$ cat src/rtl/ghpv_pkg.sv
package ghpv_pkg;

    localparam int BLK_W   = 128;
    localparam int LEN_W   = 64;
    localparam int BYTES   = BLK_W / 8;
    localparam int CNT_W   = $clog2(BLK_W);

    // Feedback constant of the reflected field x^128 + x^7 + x^2 + x + 1.
    localparam logic [BLK_W-1:0] REFL_FB = {8'hE1, {(BLK_W-8){1'b0}}};

    typedef enum logic {
        FLD_BE = 1'b0,
        FLD_LE = 1'b1
    } field_e;

    typedef enum logic [1:0] {
        ST_IDLE = 2'd0,
        ST_TAKE = 2'd1,
        ST_MUL  = 2'd2
    } state_e;

    typedef struct packed {
        field_e            fld;
        logic [LEN_W-1:0]  aad;
        logic [LEN_W-1:0]  msg;
    } job_t;

    function automatic logic [BLK_W-1:0] byte_rev(input logic [BLK_W-1:0] v);
        logic [BLK_W-1:0] r;
        for (int b = 0; b < BYTES; b++) begin
            r[b*8 +: 8] = v[(BYTES-1-b)*8 +: 8];
        end
        return r;
    endfunction

    // One step of multiplication by x in the reflected field.
    function automatic logic [BLK_W-1:0] refl_mulx(input logic [BLK_W-1:0] v);
        return (v >> 1) ^ (v[0] ? REFL_FB : '0);
    endfunction

    // Key as seen by the shared multiplier for each field.
    function automatic logic [BLK_W-1:0] prep_key(input field_e f,
                                                  input logic [BLK_W-1:0] k);
        return (f == FLD_LE) ? refl_mulx(byte_rev(k)) : k;
    endfunction

endpackage

$ cat src/rtl/ghpv_mul_serial.sv
module ghpv_mul_serial
    import ghpv_pkg::*;
#(
    parameter int W = BLK_W
) (
    input  logic         clk,
    input  logic         rst,
    input  logic         load,
    input  logic [W-1:0] op_x,
    input  logic [W-1:0] op_h,
    output logic         busy,
    output logic         fin,
    output logic [W-1:0] prod
);
    localparam int CW = $clog2(W);
    localparam logic [CW-1:0] LAST_STEP = CW'(W - 1);

    logic [W-1:0]  x_q, v_q, z_q;
    logic [W-1:0]  z_nx, v_nx;
    logic [CW-1:0] cnt_q;
    logic          busy_q;

    always_comb begin
        z_nx = z_q ^ (x_q[W-1] ? v_q : '0);
        v_nx = (v_q >> 1) ^ (v_q[0] ? REFL_FB[BLK_W-1 -: W] : '0);
    end

    always_ff @(posedge clk) begin
        if (rst) begin
            x_q    <= '0;
            v_q    <= '0;
            z_q    <= '0;
            cnt_q  <= '0;
            busy_q <= 1'b0;
        end else if (load) begin
            x_q    <= op_x;
            v_q    <= op_h;
            z_q    <= '0;
            cnt_q  <= '0;
            busy_q <= 1'b1;
        end else if (busy_q) begin
            x_q   <= x_q << 1;
            v_q   <= v_nx;
            z_q   <= z_nx;
            cnt_q <= cnt_q + 1'b1;
            if (cnt_q == LAST_STEP) begin
                busy_q <= 1'b0;
            end
        end
    end

    assign busy = busy_q;
    assign fin  = busy_q && (cnt_q == LAST_STEP);
    assign prod = z_nx;

endmodule

$ cat src/rtl/ghpv_fmt.sv
module ghpv_fmt
    import ghpv_pkg::*;
(
    input  field_e             fld,
    input  logic [BLK_W-1:0]   blk_in,
    input  logic [LEN_W-1:0]   aad,
    input  logic [LEN_W-1:0]   msg,
    input  logic [BLK_W-1:0]   acc_in,
    output logic [BLK_W-1:0]   blk_map,
    output logic [BLK_W-1:0]   len_map,
    output logic [BLK_W-1:0]   acc_map
);
    logic [BLK_W-1:0] blk_rev, acc_rev;

    generate
        for (genvar b = 0; b < BYTES; b++) begin : g_rev
            assign blk_rev[b*8 +: 8] = blk_in[(BYTES-1-b)*8 +: 8];
            assign acc_rev[b*8 +: 8] = acc_in[(BYTES-1-b)*8 +: 8];
        end
    endgenerate

    // Little-endian lengths, once the whole block is byte reversed, become
    // the big-endian lengths in swapped halves.
    always_comb begin
        if (fld == FLD_LE) begin
            blk_map = blk_rev;
            len_map = {msg, aad};
            acc_map = acc_rev;
        end else begin
            blk_map = blk_in;
            len_map = {aad, msg};
            acc_map = acc_in;
        end
    end

endmodule

$ cat src/rtl/ghpv_hash.sv
module ghpv_hash
    import ghpv_pkg::*;
(
    input  logic               clk,
    input  logic               rst,
    input  logic               start,
    input  logic               mode,
    input  logic [BLK_W-1:0]   key,
    input  logic [LEN_W-1:0]   aad_bits,
    input  logic [LEN_W-1:0]   msg_bits,
    input  logic               blk_valid,
    input  logic [BLK_W-1:0]   blk_data,
    input  logic               blk_last,
    output logic               blk_ready,
    output logic [BLK_W-1:0]   hash,
    output logic               done
);
    state_e            state_q;
    job_t              job_q;
    logic [BLK_W-1:0]  hkey_q, y_q, hash_q;
    logic              last_q, len_q, done_q;

    field_e            fld_in;
    logic [BLK_W-1:0]  hkey_in;
    logic              empty_job;

    logic              mul_load, mul_busy, mul_fin;
    logic [BLK_W-1:0]  mul_op, mul_h, mul_prod;
    logic [BLK_W-1:0]  blk_map, len_map, res_map;

    assign fld_in    = field_e'(mode);
    assign hkey_in   = prep_key(fld_in, key);
    assign empty_job = (aad_bits == '0) && (msg_bits == '0);

    ghpv_fmt u_fmt (
        .fld     (job_q.fld),
        .blk_in  (blk_data),
        .aad     (job_q.aad),
        .msg     (job_q.msg),
        .acc_in  (mul_prod),
        .blk_map (blk_map),
        .len_map (len_map),
        .acc_map (res_map)
    );

    always_comb begin
        mul_load = 1'b0;
        mul_op   = '0;
        mul_h    = hkey_q;
        unique case (state_q)
            ST_IDLE: begin
                mul_h = hkey_in;
                if (start && empty_job) begin
                    mul_load = 1'b1;
                end
            end
            ST_TAKE: begin
                if (blk_valid) begin
                    mul_load = 1'b1;
                    mul_op   = y_q ^ blk_map;
                end
            end
            ST_MUL: begin
                if (mul_fin && last_q && !len_q) begin
                    mul_load = 1'b1;
                    mul_op   = mul_prod ^ len_map;
                end
            end
            default: ;
        endcase
    end

    ghpv_mul_serial #(.W(BLK_W)) u_mul (
        .clk  (clk),
        .rst  (rst),
        .load (mul_load),
        .op_x (mul_op),
        .op_h (mul_h),
        .busy (mul_busy),
        .fin  (mul_fin),
        .prod (mul_prod)
    );

    always_ff @(posedge clk) begin
        if (rst) begin
            state_q <= ST_IDLE;
            job_q   <= '0;
            hkey_q  <= '0;
            y_q     <= '0;
            hash_q  <= '0;
            last_q  <= 1'b0;
            len_q   <= 1'b0;
            done_q  <= 1'b0;
        end else begin
            done_q <= 1'b0;
            unique case (state_q)
                ST_IDLE: begin
                    if (start) begin
                        job_q.fld <= fld_in;
                        job_q.aad <= aad_bits;
                        job_q.msg <= msg_bits;
                        hkey_q    <= hkey_in;
                        y_q       <= '0;
                        last_q    <= 1'b0;
                        len_q     <= empty_job;
                        state_q   <= empty_job ? ST_MUL : ST_TAKE;
                    end
                end
                ST_TAKE: begin
                    if (blk_valid) begin
                        last_q  <= blk_last;
                        state_q <= ST_MUL;
                    end
                end
                ST_MUL: begin
                    if (mul_fin) begin
                        y_q <= mul_prod;
                        if (len_q) begin
                            hash_q  <= res_map;
                            done_q  <= 1'b1;
                            state_q <= ST_IDLE;
                        end else if (last_q) begin
                            len_q <= 1'b1;
                        end else begin
                            state_q <= ST_TAKE;
                        end
                    end
                end
                default: state_q <= ST_IDLE;
            endcase
        end
    end

    assign blk_ready = (state_q == ST_TAKE);
    assign hash      = hash_q;
    assign done      = done_q;

endmodule

$ cat config.mk
export PLATFORM = sky130hd
export DESIGN_NAME = ghpv_hash
export DESIGN_NICKNAME = d
export VERILOG_FILES = /design/src/rtl/ghpv_pkg.sv /design/src/rtl/ghpv_mul_serial.sv /design/src/rtl/ghpv_fmt.sv /design/src/rtl/ghpv_hash.sv
export SDC_FILE = /design/constraint.sdc
export NUM_CORES = 2
export LEC_CHECK = 0
export ABC_CLOCK_PERIOD_IN_PS = 6600
export BUFFER_PORTS_ARGS = -buffer_cell sky130_fd_sc_hd__buf_2
export CAP_MARGIN = 25
export CORE_MARGIN = 2
export CORE_UTILIZATION = 55
export DETAILED_ROUTE_END_ITERATION = 8
export PLACE_DENSITY = 0.8
export SYNTH_ARGS = -nofsm -noshare
export SYNTH_HDL_FRONTEND = slang
export SYNTH_SLANG_ARGS = --single-unit
$ cat constraint.sdc
create_clock -name clk -period 6.6 [get_ports clk]
set_input_delay 0.66 -clock clk [delete_from_list [all_inputs] [get_ports clk]]
set_output_delay 0.66 -clock clk [all_outputs]
set_load 0.1 [all_outputs]
==> metrics <==
crit-path most repeated cell nand2_4; post-CTS setup buffers 0; Post-Route Setup TNS 0 ns; DRT Pass-1 Iters 9; Worst R2R End u_mul.v_q[15]$_SDFFE_PP0P_; Pwr Density 353 nW/um2; initial antenna violation count 16; Port Buf Inserts 519; pre-CTS setup slack 1.98 ns; later-pin clock latency in the skew report 0.71 ns; Peak VDD IR 0.000360 V; DIE HEIGHT 309 um; CTS Hold Bufs 0; relative slew slack 0.101; post-route insts no fill 7685; core area 91800 um2; compound-cell area share of the yosys netlist 0.180; Worst Path Arrival 4.77 ns; crit path cell chain inv_1 -> ha_4 -> nand2_4 -> nor2_4 -> nand2_4 -> buf_4 -> o311ai_0; largest fanout on the critical path 68; Yosys cell types 56; clock sink count 910; initial core utilization 0.556; RSZ-0062 raised after global routing false; number of flops mapped to enable cells by yosys 0; Final Skew 0.0414 ns; Hold Path Stages 3; cts repair resizes 0; mux cell area share after synthesis 0.126; clk slew on worst S/H paths 0.06 ns; Synth Instances 6285; TritonCTS Buffers 98; #FFs+latches synth 910; chip width 309 um; vias in the first global route 44300; Setup crit end kind flip-flop; reg2reg setup slack 2.41 ns; Data required, critical path 7.18 ns; simple-gate area share of the yosys netlist 0.176; Vias 49800; drt initial violations 8086; drt drc 0; main flop type after synthesis dfxtp_1; crit path time final 4.19 ns; worst hold endpoint job_q[61]$_SDFFE_PP0P_; FMAX 0.239 GHz; CP max stage delay 0.97 ns; CTS Buffer Depth 3; asr flop ratio synth 0; Rows 111; Static Leak 0.0208 uW; critical path's slowest cell nor2_4; syn_nets 6680; Yosys Warn Count 0; cell area after synthesis 51100 um2; Hold Startpoint msg_bits[61]; status complete, no violations; cell count after placement 7488; final setup margin 2.41 ns; total grt overflow 0; Final Util 0.626; share of layout cells above drive strength 1 0.125; CP top delay family simple AND/OR/NAND/NOR gates; Fin. Hold Viols 0; main combinational cell family by area after synthesis compound AO/OA/AOI/OAI gates; commonest cells after routing, fill and taps aside nand2_1 (909), dfxtp_1 (907), mux2i_1 (631), a21oi_1 (523), buf_2 (521); most common cell after layout, fill and taps aside nand2_1; Root Driver clkbuf_16; FF-to-FF Start state_q[0]$_SDFFE_PP0P_; CP Class flip-flop to flip-flop; routability cong. 0.963; setup violators final 0; syn_area_per_cell 8.12 um2; H-tree levels 3; WP buf/inv 2; TritonCTS clock tree done; nets 6750; Die ar. 95300 um2; post-synthesis adder-cell area fraction 0.00123; final wirelength 191000 um; first-pass GRT wire length 278000 um; Top Ports 520; Antenna Violating Nets Remaining 0; Slew Viols, Final 0; worst hold slack 0.204 ns; Max-Cap Viols 0; wire per inst 24.9 um; DP Wirelength 132000 um; type of origin of the critical path flip-flop; largest net degree at the start of global routing 236; reg2reg path depth 7; Area Overhead vs Synth 12.6%; Least-Margin Pin Slew 1.34 ns; Worst Hold Class input pin to flip-flop; GRT Overall Usage 0.381; XOR/XNOR Fraction of Synth Area 0.112; fin crit share 0.634; Seq/Total Area, Yosys 0.357; via-per-instance ratio 6.47
==> flip-flops by register name, indices dropped and copies added, names as in the netlist <==
signal	flops
last_q	1
job_q	129
y_q	128
u_mul.z_q	128
len_q	1
done	1
state_q	2
u_mul.cnt_q	7
u_mul.busy	1
u_mul.v_q	128
hkey_q	128
hash	128
u_mul.x_q	128
==> logic make-up after synthesis <==
| family | Yosys count |
|---|---|
| mux | 642 |
| xor+xnor | 647 |
| compound gates | 1423 |
| flops | 910 |
| buf+inv | 633 |
| simple gates | 2025 |
| fa+ha+maj | 5 |
==> per-layer routing <==
layer	vias to the layer above	part of all wire	track usage
met5	-	0.00044	0
met4	14	0.067	0.239
met3	484	0.14	0.113
met2	3140	0.40	0.528
met1	23500	0.39	0.514
li1	22600	-	-
==> worst max-delay path by stage <==
stage	startpoint	to	slack (ns)	depth (start not counted)
detailed placement	aad_bits[56]	u_mul.x_q[76]$_SDFFE_PP0P_	1.98	7
CTS	state_q[0]$_SDFFE_PP0P_	u_mul.v_q[15]$_SDFFE_PP0P_	2.54	7
finish	state_q[0]$_SDFFE_PP0P_	u_mul.v_q[15]$_SDFFE_PP0P_	2.41	7
global route	state_q[0]$_SDFFE_PP0P_	u_mul.v_q[7]$_SDFFE_PP0P_	2.22	7
floorplan	state_q[1]$_SDFFE_PP0P_	u_mul.x_q[66]$_SDFFE_PP0P_	3.75	9
global placement	aad_bits[56]	u_mul.z_q[113]$_SDFFE_PP0P_	1.32	7
==> where the power goes <==
group          switching [uW]  internal, uW  total (uW)  leakage, uW
Sequential               1290          6300        7600      0.00740
Clock                    2500          3750        6260      0.00178
Combinational            4370          2090        6460       0.0116
==> cells in the mapped netlist, types with 124 or more instances <==
| master | count | area, um2 |
|---|---|---|
| xor2_1 | 386 | 3380 |
| nor2_1 | 269 | 1010 |
| a21o_1 | 124 | 931 |
| mux2i_1 | 631 | 6320 |
| o22ai_1 | 125 | 782 |
| nand2_1 | 912 | 3420 |
| nor4_1 | 167 | 1040 |
| clkbuf_1 | 559 | 2100 |
| o211ai_1 | 125 | 938 |
| nand3_1 | 135 | 676 |
| o21ai_0 | 130 | 651 |
| nor3_1 | 503 | 2520 |
| a211oi_1 | 126 | 946 |
| a21oi_1 | 523 | 2620 |
| dfxtp_1 | 910 | 18200 |
| xnor2_1 | 258 | 2260 |
| a22o_1 | 125 | 1090 |
==> final cells by class <==
| class | count | area, um2 |
|---|---|---|
| Fill cell | 7760 | 34300 |
| Tap cell | 1243 | 1560 |
| Clock buffer | 130 | 2810 |
| Antenna cell | 7 | 17.5 |
| Inverter | 6 | 22.5 |
| Sequential cell | 910 | 18200 |
| Clock inverter | 50 | 843 |
| Multi-Input combinational cell | 4742 | 30600 |
| Timing Repair Buffer | 597 | 3450 |
==> through the flow <==
step / power, uW / instance area [um2]
after floorplan: 11400 / 51100
after global placement: 13600 / 53600
after detailed placement: 13700 / 53600
after CTS: 19900 / 57300
after global routing: 20900 / 57500
final: 20300 / 57500
==> worst register-to-register path, cell delays in order, from the launching register on <==
cell	delay (ns)
dfxtp_1	0.35
inv_1	0.19
ha_4	0.43
nand2_4	0.43
nor2_4	0.98
nand2_4	0.59
buf_4	0.58
o311ai_0	0.50
Note: power is estimated with default switching activity, not from simulation.
